**config.mk**
```make
export PLATFORM = sky130hd
export DESIGN_NAME = pulse_prog_ctrl
export DESIGN_NICKNAME = d
export VERILOG_FILES = /design/src/rtl/prog_pkg.sv /design/src/rtl/prog_key_cnt.sv /design/src/rtl/prog_seq.sv /design/src/rtl/prog_bank.sv /design/src/rtl/pulse_prog_ctrl.sv
export SDC_FILE = /design/constraint.sdc
export NUM_CORES = 1
export LEC_CHECK = 0
export ABC_AREA = 0
export BUFFER_PORTS_ARGS = -buffer_cell sky130_fd_sc_hd__buf_2
export CELL_PAD_IN_SITES_DETAIL_PLACEMENT = 0
export CELL_PAD_IN_SITES_GLOBAL_PLACEMENT = 1
export CORE_MARGIN = 2
export CORE_UTILIZATION = 40
export CTS_CLUSTER_SIZE = 14
export DETAILED_ROUTE_END_ITERATION = 12
export PLACE_DENSITY = 0.8
export SLEW_MARGIN = 20
export SYNTH_ARGS = -nofsm -noshare
export SYNTH_HDL_FRONTEND = slang
export SYNTH_HIERARCHICAL = 1
export SYNTH_SLANG_ARGS = --single-unit
```
**constraint.sdc**
```tcl
create_clock -name clk -period 7.8 [get_ports clk]
set_clock_uncertainty 0.1 [all_clocks]
set_input_delay 0.39 -clock clk [delete_from_list [all_inputs] [get_ports clk]]
set_output_delay 0.39 -clock clk [all_outputs]
set_load 0.03 [all_outputs]
```
**src/rtl/prog_pkg.sv**
```systemverilog
// Shared constants, register layout and state encoding for the
// supply-pulse programming controller.
// Assumes register keys run 1..NUM_REGS and map to slot key-1.
package prog_pkg;
    localparam int CODE_W        = 10;
    localparam int NUM_REGS      = 5;
    localparam int KEY_W         = 3;
    localparam int SLOT_W        = $clog2(NUM_REGS);
    localparam int BIT_W         = $clog2(CODE_W);
    localparam int LOCK_SLOT     = 4;
    localparam int LOCK_BIT      = 9;
    localparam int MODE_KEY_BLOW = 1;
    localparam int MODE_KEY_TRY  = 2;

    typedef logic [CODE_W-1:0] code_t;

    typedef enum logic [2:0] {
        ST_INIT,
        ST_MODE,
        ST_MODE_ARM,
        ST_PARAM,
        ST_FIELD,
        ST_BLOW,
        ST_HALT
    } prog_state_e;

    // Implemented bits of each register slot; slot 3 is the empty register.
    function automatic code_t slot_mask(input logic [SLOT_W-1:0] slot);
        case (slot)
            3'd0:    return 10'h1FF;
            3'd1:    return 10'h1FF;
            3'd2:    return 10'h01F;
            3'd4:    return 10'h3FF;
            default: return 10'h000;
        endcase
    endfunction
endpackage

```
**src/rtl/prog_key_cnt.sv**
```systemverilog
// Saturating counter of mid pulses that forms a mode or register key.
// Assumes clr and inc are single-cycle requests from the sequencer.
module prog_key_cnt #(
    parameter int W = 3
) (
    input  logic         clk,
    input  logic         rst_n,
    input  logic         clr,
    input  logic         inc,
    output logic [W-1:0] cnt
);
    localparam logic [W-1:0] CNT_MAX = '1;

    // Count up on inc, hold at the maximum, clear with priority.
    always_ff @(posedge clk) begin
        if (!rst_n || clr) begin
            cnt <= '0;
        end else if (inc && cnt != CNT_MAX) begin
            cnt <= cnt + W'(1);
        end
    end


    key_step_chk: assert property (@(posedge clk) disable iff (!rst_n)
        (inc && !clr && cnt != CNT_MAX) |=> (cnt == $past(cnt) + W'(1)));
endmodule

```
**src/rtl/prog_seq.sv**
```systemverilog
// Programming sequencer: walks the mode, register and code phases from
// classified pulse strobes, owns the live code, issues trial writes
// and single-bit blow requests.
// Assumes mid_evt and high_evt are never high together.
module prog_seq
    import prog_pkg::*;
(
    input  logic                             clk,
    input  logic                             rst_n,
    input  logic                             mid_evt,
    input  logic                             high_evt,
    input  logic                             locked,
    input  logic [KEY_W-1:0]                 key,
    input  logic [NUM_REGS-1:0][CODE_W-1:0]  fuse_all,
    output logic                             key_clr,
    output logic                             key_inc,
    output logic                             trial_we,
    output logic [SLOT_W-1:0]                trial_slot,
    output code_t                            trial_val,
    output logic                             blow_stb,
    output logic [SLOT_W-1:0]                blow_slot,
    output logic [BIT_W-1:0]                 blow_bit
);
    prog_state_e       state;
    logic              mode_blow;
    logic [SLOT_W-1:0] sel;
    code_t             code;

    logic [SLOT_W-1:0] key_slot;
    logic              key_ok;
    code_t             fuse_key;
    code_t             fuse_sel;
    code_t             code_step;
    code_t             new_bits;
    logic              blow_ok;

    assign key_slot = SLOT_W'(key - KEY_W'(1));
    assign key_ok   = (key >= KEY_W'(1)) && (key <= KEY_W'(NUM_REGS));

    // Pick the fuse word of the keyed slot and of the selected slot.
    always_comb begin
        fuse_key = '0;
        fuse_sel = '0;
        for (int i = 0; i < NUM_REGS; i++) begin
            if (key_slot == SLOT_W'(i)) fuse_key = fuse_all[i];
            if (sel == SLOT_W'(i))      fuse_sel = fuse_all[i];
        end
    end

    // Next code value: one step up, held at the register's maximum.
    assign code_step = (code == slot_mask(sel)) ? code : code + CODE_W'(1);

    // Bits the blow request would add beyond the fuses already set.
    assign new_bits = code & ~fuse_sel & slot_mask(sel);
    assign blow_ok  = (new_bits != '0) && ((new_bits & (new_bits - CODE_W'(1))) == '0);

    // Key counter control: count in the key phases, clear on every high pulse.
    assign key_inc = mid_evt && (state == ST_MODE || state == ST_PARAM);
    assign key_clr = high_evt || (state == ST_INIT);

    // Trial write: preload on entering addressing, live step on each mid pulse.
    always_comb begin
        trial_we   = 1'b0;
        trial_slot = sel;
        trial_val  = code_step;
        if (state == ST_PARAM && high_evt && key_ok) begin
            trial_we   = 1'b1;
            trial_slot = key_slot;
            trial_val  = fuse_key;
        end else if (state == ST_FIELD && mid_evt) begin
            trial_we   = 1'b1;
        end
    end

    // Blow request: a single new bit, raised for the one cycle in ST_BLOW.
    assign blow_stb  = (state == ST_BLOW) && blow_ok;
    assign blow_slot = sel;
    always_comb begin
        blow_bit = '0;
        for (int i = 0; i < CODE_W; i++) begin
            if (new_bits[i]) blow_bit = BIT_W'(i);
        end
    end

    // Phase sequencing of the programming protocol.
    always_ff @(posedge clk) begin
        if (!rst_n) begin
            state     <= ST_INIT;
            mode_blow <= 1'b0;
            sel       <= '0;
            code      <= '0;
        end else begin
            case (state)
                ST_INIT: begin
                    if (high_evt && !locked) state <= ST_MODE;
                end
                ST_MODE: begin
                    if (high_evt) begin
                        if (key == KEY_W'(MODE_KEY_BLOW)) begin
                            mode_blow <= 1'b1;
                            state     <= ST_MODE_ARM;
                        end else if (key == KEY_W'(MODE_KEY_TRY)) begin
                            mode_blow <= 1'b0;
                            state     <= ST_MODE_ARM;
                        end else begin
                            state     <= ST_HALT;
                        end
                    end
                end
                ST_MODE_ARM: begin
                    if (high_evt) state <= ST_PARAM;
                end
                ST_PARAM: begin
                    if (high_evt) begin
                        if (key_ok) begin
                            sel   <= key_slot;
                            code  <= fuse_key;
                            state <= ST_FIELD;
                        end else begin
                            state <= ST_HALT;
                        end
                    end
                end
                ST_FIELD: begin
                    if (mid_evt) begin
                        code <= code_step;
                    end else if (high_evt) begin
                        state <= mode_blow ? ST_BLOW : ST_PARAM;
                    end
                end
                ST_BLOW:  state <= ST_HALT;
                default:  state <= ST_HALT;
            endcase
        end
    end


    halt_sticky_chk: assert property (@(posedge clk) disable iff (!rst_n)
        (state == ST_HALT) |=> (state == ST_HALT));

    single_blow_chk: assert property (@(posedge clk) disable iff (!rst_n)
        blow_stb |=> !blow_stb);

    code_range_chk: assert property (@(posedge clk) disable iff (!rst_n)
        (state == ST_FIELD) |-> ((code & ~slot_mask(sel)) == '0));

    lock_hold_chk: assert property (@(posedge clk) disable iff (!rst_n)
        (locked && state == ST_INIT) |=> (state == ST_INIT));
endmodule

```
**src/rtl/prog_bank.sv**
```systemverilog
// Register bank: per slot, a trial word cleared at power cycle and a
// sticky fuse word cleared only by the fuse-model reset; exposes the
// masked OR of both and the lock status.
// Assumes blow_bit always names a bit inside the slot's width.
module prog_bank
    import prog_pkg::*;
(
    input  logic                             clk,
    input  logic                             rst_n,
    input  logic                             fab_rst_n,
    input  logic                             trial_we,
    input  logic [SLOT_W-1:0]                trial_slot,
    input  code_t                            trial_val,
    input  logic                             blow_stb,
    input  logic [SLOT_W-1:0]                blow_slot,
    input  logic [BIT_W-1:0]                 blow_bit,
    output logic [NUM_REGS-1:0][CODE_W-1:0]  fuse_all,
    output logic [NUM_REGS-1:0][CODE_W-1:0]  eff_all,
    output logic                             locked
);
    for (genvar g = 0; g < NUM_REGS; g++) begin : g_slot
        code_t trial_r;
        code_t fuse_r;

        // Trial word: written by the sequencer, lost at every power cycle.
        always_ff @(posedge clk) begin
            if (!rst_n) begin
                trial_r <= '0;
            end else if (trial_we && trial_slot == SLOT_W'(g)) begin
                trial_r <= trial_val;
            end
        end

        // Fuse word: one bit set per blow strobe, never cleared by rst_n.
        always_ff @(posedge clk) begin
            if (!fab_rst_n) begin
                fuse_r <= '0;
            end else if (blow_stb && blow_slot == SLOT_W'(g)) begin
                fuse_r <= fuse_r | (CODE_W'(1) << blow_bit);
            end
        end

        assign fuse_all[g] = fuse_r;
        assign eff_all[g]  = (fuse_r | trial_r) & slot_mask(SLOT_W'(g));


        fuse_keep_chk: assert property (@(posedge clk) disable iff (!fab_rst_n)
            1'b1 |=> ((fuse_r & $past(fuse_r)) == $past(fuse_r)));

        fresh_fuse_chk: assert property (@(posedge clk) disable iff (!fab_rst_n || !rst_n)
            (blow_stb && blow_slot == SLOT_W'(g)) |-> ((fuse_r & (CODE_W'(1) << blow_bit)) == '0));
    end

    assign locked = fuse_all[LOCK_SLOT][LOCK_BIT];
endmodule

```
**src/rtl/pulse_prog_ctrl.sv**
```systemverilog
// Top of the supply-pulse programming controller: key counter,
// sequencer and register bank, with register outputs cut to width.
// Assumes pulse strobes are pre-classified and single-cycle.
module pulse_prog_ctrl
    import prog_pkg::*;
(
    input  logic        clk,
    input  logic        rst_n,
    input  logic        fab_rst_n,
    input  logic        mid_evt,
    input  logic        high_evt,
    output logic [8:0]  sens_q,
    output logic [8:0]  duty_fine_q,
    output logic [4:0]  carrier_q,
    output logic [9:0]  cal_lock_q,
    output logic        blow_stb,
    output logic [2:0]  blow_reg,
    output logic [3:0]  blow_bit,
    output logic        locked
);
    logic [KEY_W-1:0]                key;
    logic                            key_clr;
    logic                            key_inc;
    logic                            trial_we;
    logic [SLOT_W-1:0]               trial_slot;
    code_t                           trial_val;
    logic [SLOT_W-1:0]               blow_slot;
    logic [NUM_REGS-1:0][CODE_W-1:0] fuse_all;
    logic [NUM_REGS-1:0][CODE_W-1:0] eff_all;
    logic                            unused_bits;

    prog_key_cnt #(.W(KEY_W)) u_key (
        .clk (clk),
        .rst_n (rst_n),
        .clr (key_clr),
        .inc (key_inc),
        .cnt (key)
    );

    prog_seq u_seq (
        .clk        (clk),
        .rst_n      (rst_n),
        .mid_evt    (mid_evt),
        .high_evt   (high_evt),
        .locked     (locked),
        .key        (key),
        .fuse_all   (fuse_all),
        .key_clr    (key_clr),
        .key_inc    (key_inc),
        .trial_we   (trial_we),
        .trial_slot (trial_slot),
        .trial_val  (trial_val),
        .blow_stb   (blow_stb),
        .blow_slot  (blow_slot),
        .blow_bit   (blow_bit)
    );

    prog_bank u_bank (
        .clk        (clk),
        .rst_n      (rst_n),
        .fab_rst_n  (fab_rst_n),
        .trial_we   (trial_we),
        .trial_slot (trial_slot),
        .trial_val  (trial_val),
        .blow_stb   (blow_stb),
        .blow_slot  (blow_slot),
        .blow_bit   (blow_bit),
        .fuse_all   (fuse_all),
        .eff_all    (eff_all),
        .locked     (locked)
    );

    assign sens_q      = eff_all[0][8:0];
    assign duty_fine_q = eff_all[1][8:0];
    assign carrier_q   = eff_all[2][4:0];
    assign cal_lock_q  = eff_all[4][9:0];
    assign blow_reg    = blow_slot + 3'd1;
    assign unused_bits = ^{eff_all[0][9], eff_all[1][9], eff_all[2][9:5], eff_all[3]};


    blow_reg_chk: assert property (@(posedge clk) disable iff (!rst_n)
        blow_stb |-> (blow_reg != 3'd4 && blow_reg >= 3'd1 && blow_reg <= 3'd5));
endmodule

```
After elaboration in Yosys (flattened, before gate mapping)
Cells that the tools add are included.
{ "word_totals": {"regBits": 103, "output_inout_bits": 42} }
{ "classes": {"addsub": 5, "magnitude_cmp": 2, "eq_ne": 28, "shifts": 1, "muxes": 42, "bitwise": 13, "reduce_logical": 36} }
{ "ops": {"columns": ["op", "n"], "rows": [
  ["$mux W10", 15],
  ["$or A10 B10 Y10", 6],
  ["$mux W3", 14],
  ["$and A10 B10 Y10", 3],
  ["$pmux W10 S3", 1],
  ["$eq A3 B2 Y1 const B", 8],
  ["$pmux W10 S2", 1],
  ["$logic_and A1 B1 Y1", 18],
  ["$or A9 B9 Y9", 2],
  ["$eq A3 B1 Y1 const B", 5],
  ["$eq A3 B3 Y1 const B", 5],
  ["$pmux W3 S5", 1],
  ["$ne A2 B2 Y1 const B", 7],
  ["$logic_not A3 Y1", 4],
  ["$add A10 B1 Y10 const B", 1],
  ["$eq A10 B10 Y1", 1],
  ["$logic_not A10 Y1", 1],
  ["$not A10 Y10", 1],
  ["$reduce_bool A10 Y1", 1],
  ["$shl A1 B4 Y10 const A", 1],
  ["$sub A10 B1 Y10 const B", 1],
  ["$mux W4", 2],
  ["$add A3 B1 Y3 const B", 2],
  ["$mux W2", 3],
  ["other kinds (14)", 23]
]} }

Logic depth before layout (Yosys ltp)
{ "logic_depth": {"ltp_word": 20, "mapped_depth": 12} }

Hierarchy
Netlist, hierarchy kept.
{ "modules_own_cells": {"columns": ["module", "n_inst", "cells_per_inst", "area_per_inst_um2", "seq_area_each_um2"], "rows": [
  ["prog_bank", 1, 373, 3514.6, 1661.6],
  ["prog_seq", 1, 341, 2426.1, 340.3],
  ["prog_key_cnt", 1, 13, 145.1, 60.1],
  ["pulse_prog_ctrl", 1, 3, 25.0, 0.0]
]} }

Worst setup path after synthesis
No wires, ideal clock.
{ "synth_path": {"path_type": "reg-to-reg", "startpoint": "register u_seq.sel[2] (netlist: u_seq/blow_slot[2])", "endpoint": "register u_bank.g_slot[0].fuse_r[0]", "setup_ps": 65, "arrival_time_ps": 3867, "setup_slack_ps": 3767, "path_stages_with_launch": 11, "path_buffers": 2, "cell_sequence": "dfxtp_1 > buf_4 > buf_6 > nor3_1 > o21ai_1 > o21bai_1 > or4b_1 > a311oi_1 > nor4b_4 > a21oi_1 > nor2b_1"} }
{ "synth_via": {"word_cells_on_any_way": 33} }
{ "synth_lines": {"columns": ["element", "line_no", "text"], "rows": [
  ["from (decl)", "prog_seq.sv:26", "logic [SLOT_W-1:0] sel;"],
  ["from (signal assigned)", "prog_seq.sv:116", "sel <= key_slot;"],
  ["$logic_not A3 Y1", "prog_pkg.sv:29, prog_seq.sv:46", null],
  ["$mux W10 (5 in a row)", "prog_seq.sv:46", "if (sel == SLOT_W'(i)) fuse_sel = fuse_all[i];"],
  ["$not A10 Y10", "prog_seq.sv:54", "assign new_bits = code & ~fuse_sel & slot_mask(sel);"],
  ["$and A10 B10 Y10", "prog_seq.sv:54", null],
  ["$and A10 B10 Y10 *", "prog_seq.sv:54", null],
  ["$mux W4", "prog_seq.sv:81", "if (new_bits[i]) blow_bit = BIT_W'(i);"],
  ["$mux W4 *", "prog_seq.sv:81", null],
  ["net blow_bit[3]", "pulse_prog_ctrl.sv:18", "output logic [3:0] blow_bit,"],
  ["$shl A1 B4 Y10 *", "prog_bank.sv:39", "fuse_r <= fuse_r | (CODE_W'(1) << blow_bit);"],
  ["$or A10 B10 Y10 *", "prog_bank.sv:39", null],
  ["to (signal assigned)", "prog_bank.sv:39", null],
  ["to (decl)", "prog_bank.sv:23", "code_t fuse_r;"]
]} }
The timed path passes the listed nets; every way through them passes the cells marked *.
A chain may end at the register's enable or synchronous reset.

Worst setup path after layout
{ "layout_path": {"startpoint": "register u_seq.sel[1] (netlist: u_seq/blow_slot[1])", "endpoint": "output blow_stb"} }
{ "layout_via": {"elab_chain_cells": 14, "word_cells_on_any_way": 21} }
{ "layout_rtl": {"columns": ["element", "line_no", "text"], "rows": [
  ["$logic_not A3 Y1", "prog_pkg.sv:29, prog_seq.sv:46", null],
  ["$mux W10 (5 in a row)", "prog_seq.sv:46", null],
  ["$not A10 Y10", "prog_seq.sv:54", null],
  ["$and A10 B10 Y10", "prog_seq.sv:54", null],
  ["$and A10 B10 Y10 *", "prog_seq.sv:54", null],
  ["$sub A10 B1 Y10", "prog_seq.sv:55", "assign blow_ok = (new_bits != '0) && ((new_bits & (new_bits - CODE_W'(1))) == '0);"],
  ["$and A10 B10 Y10", "prog_seq.sv:55", null],
  ["$logic_not A10 Y1", "prog_seq.sv:55", null],
  ["$logic_and A1 B1 Y1 *", "prog_seq.sv:55", null],
  ["$logic_and A1 B1 Y1 *", "prog_seq.sv:76", "assign blow_stb = (state == ST_BLOW) && blow_ok;"],
  ["to (decl)", "pulse_prog_ctrl.sv:16", "output logic blow_stb,"]
]} }
Mark *: on every way between the ends. The rest lies on a longest branch, timed or not.

==> metrics <==
crit start category flop; Fin. Hold Viols 0; starting density of the core 0.410; # rows 44; Clk Latency, worst-skew pair 0.36 ns; Max Fclk 227 MHz; depth of the CTS H-tree 3; DRC Markers 0; Storage cell area 2060 um^2; Worst-path clk slew 0.07 ns; Total GRT Usage 0.237; area of the multi-input gates 3650 um^2; PortBufs 46; syn nets 726; Tot Pwr 1.04 mW; leakage 2.43 nW; most frequent cells in the layout 102 x dfxtp_1, 88 x nand2_1, 80 x a21oi_1; critical path arrival 3.91 ns; # fillers 1,405; initial antenna violation count 0; layout cell share with drive strength beyond 1 0.189; Setup violations, final 0; HP Class in2reg; Max Slew Vio Count 0; # resized after CTS 0; CTS Buf Count 9; core area 14,600 um^2; largest net degree at the start of global routing 51; WL per Instance 21.1 um; Ports 47; Clock Tree Buf Depth 2; clock sinks 103; CTS root buffer clkbuf_16; cell area after synthesis 5980 um^2; total gr overflow 0; Post-DRT Antenna Nets 0; max-cap check violation count 0; ant diodes 0; TritonRoute pass-1 iters 5; fin nets 740; Slowest-stage cell, CP dfxtp_1; Peak VDD IR 88.0 uV; DR iter-0 viols 667; PwrDens 159 nW/um^2; PnR worst setup slack 3.40 ns; worst-path cell chain nand2b_1, o221a_2, a21oi_1, or4b_1, a311oi_1, buf_2; final period utilization 0.564; Synth Warn # 6; RSZ-0062 raised after global routing no; area growth from synthesis to layout 9.42%; Crit Path Category reg2out; Setup TNS 0 ns; Cells after Synth 712; Setup Fix Bufs, Post-CTS 0; vias per cell 6.06; Hold Buf Count CTS 0; endpoint type of the worst setup path primary output; CTS tree yes; Slew @ Worst Pin 1.15 ns; GPL Wtd Cong 0.933; HPWL after DPL 13,900 um; Die X 126 um; most common cell after layout, fill and taps aside dfxtp_1; final wirelength 19,300 um; Mean Syn Cell Area 8.40 um^2; number of global-route vias before repair 5,016; CP max FO 28; via count 5,547; CP peak stage delay 0.96 ns; relative slew slack 0.225; die span in y 126 um; Final min period 4.40 ns; Worst Path Required 7.31 ns; first-pass GRT wire length 29,200 um; pre-CTS setup slack 3.47 ns; status finished clean; die area 15,900 um^2
## sequential cells by signal, indices dropped and copies added, names as in the netlist
register               cells
u_bank/g_slot.fuse_r      50
u_bank/g_slot.trial_r     33
u_seq/code                10
u_key/cnt                  3
u_seq/blow_slot            3
u_seq/state                3
u_seq/mode_blow            1
## power breakdown
group          switching [mW]  total (mW)  internal [mW]
combinational          0.0358      0.0590         0.0232
sequential            0.00582       0.534          0.528
clock                   0.215       0.446          0.231
## metrics by stage
| stage | utilization | hold WS, ns | area (um^2) | std cells |
|---|---|---|---|---|
| finish | 0.448 | 0.325 | 6540 | 915 |
| global route | 0.448 | 0.380 | 6540 | 915 |
| CTS | 0.448 | 0.316 | 6530 | 915 |
| detailed placement | 0.428 | 0.343 | 6250 | 899 |
| global placement | 0.428 | 0.338 | 6250 | 899 |
| floorplan | - | 0.330 | 5980 | 712 |
## worst max-delay path: cells and delay by family (launching register included)
kind / cells / cell delay (ns)
DFF: 1 / 0.96
and+or+nand+nor: 2 / 0.79
AOI/OAI and AO/OA: 3 / 1.48
buffers and inverters: 1 / 0.33
## path summary, 6_finish.rpt
| check | from | to | slack (ns) | cells after the start |
|---|---|---|---|---|
| worst max-delay path | u_seq/blow_slot[1] | blow_stb | 3.40 | 6 |
| worst min register to register | u_bank/g_slot[0].trial_r[5] | u_bank/g_slot[0].trial_r[5] | 0.35 | 2 |
| worst min-delay path | high_evt | u_seq/state[2] | 0.32 | 4 |
| worst max register to register | u_seq/blow_slot[1] | u_bank/g_slot[0].fuse_r[0] | 3.42 | 8 |
## final cells by class
type	count	share of cell area
clock inverter	4	0.00555
multi-input combinational	548	0.557
inverter	12	0.00688
clock buffer	12	0.0377
timing repair buffer	52	0.0421
sequential	103	0.315
tap	184	0.0352
## per-layer routing
| layer | track usage | share of wire | vias to the layer above |
|---|---|---|---|
| li1 | - | - | 2563 |
| met1 | 0.336 | 0.46 | 2696 |
| met2 | 0.359 | 0.44 | 242 |
| met3 | 0.0306 | 0.066 | 46 |
| met4 | 0.108 | 0.037 | 0 |
| met5 | 0 | 0 | - |
No activity file was read; power rests on OpenSTA's default activity.
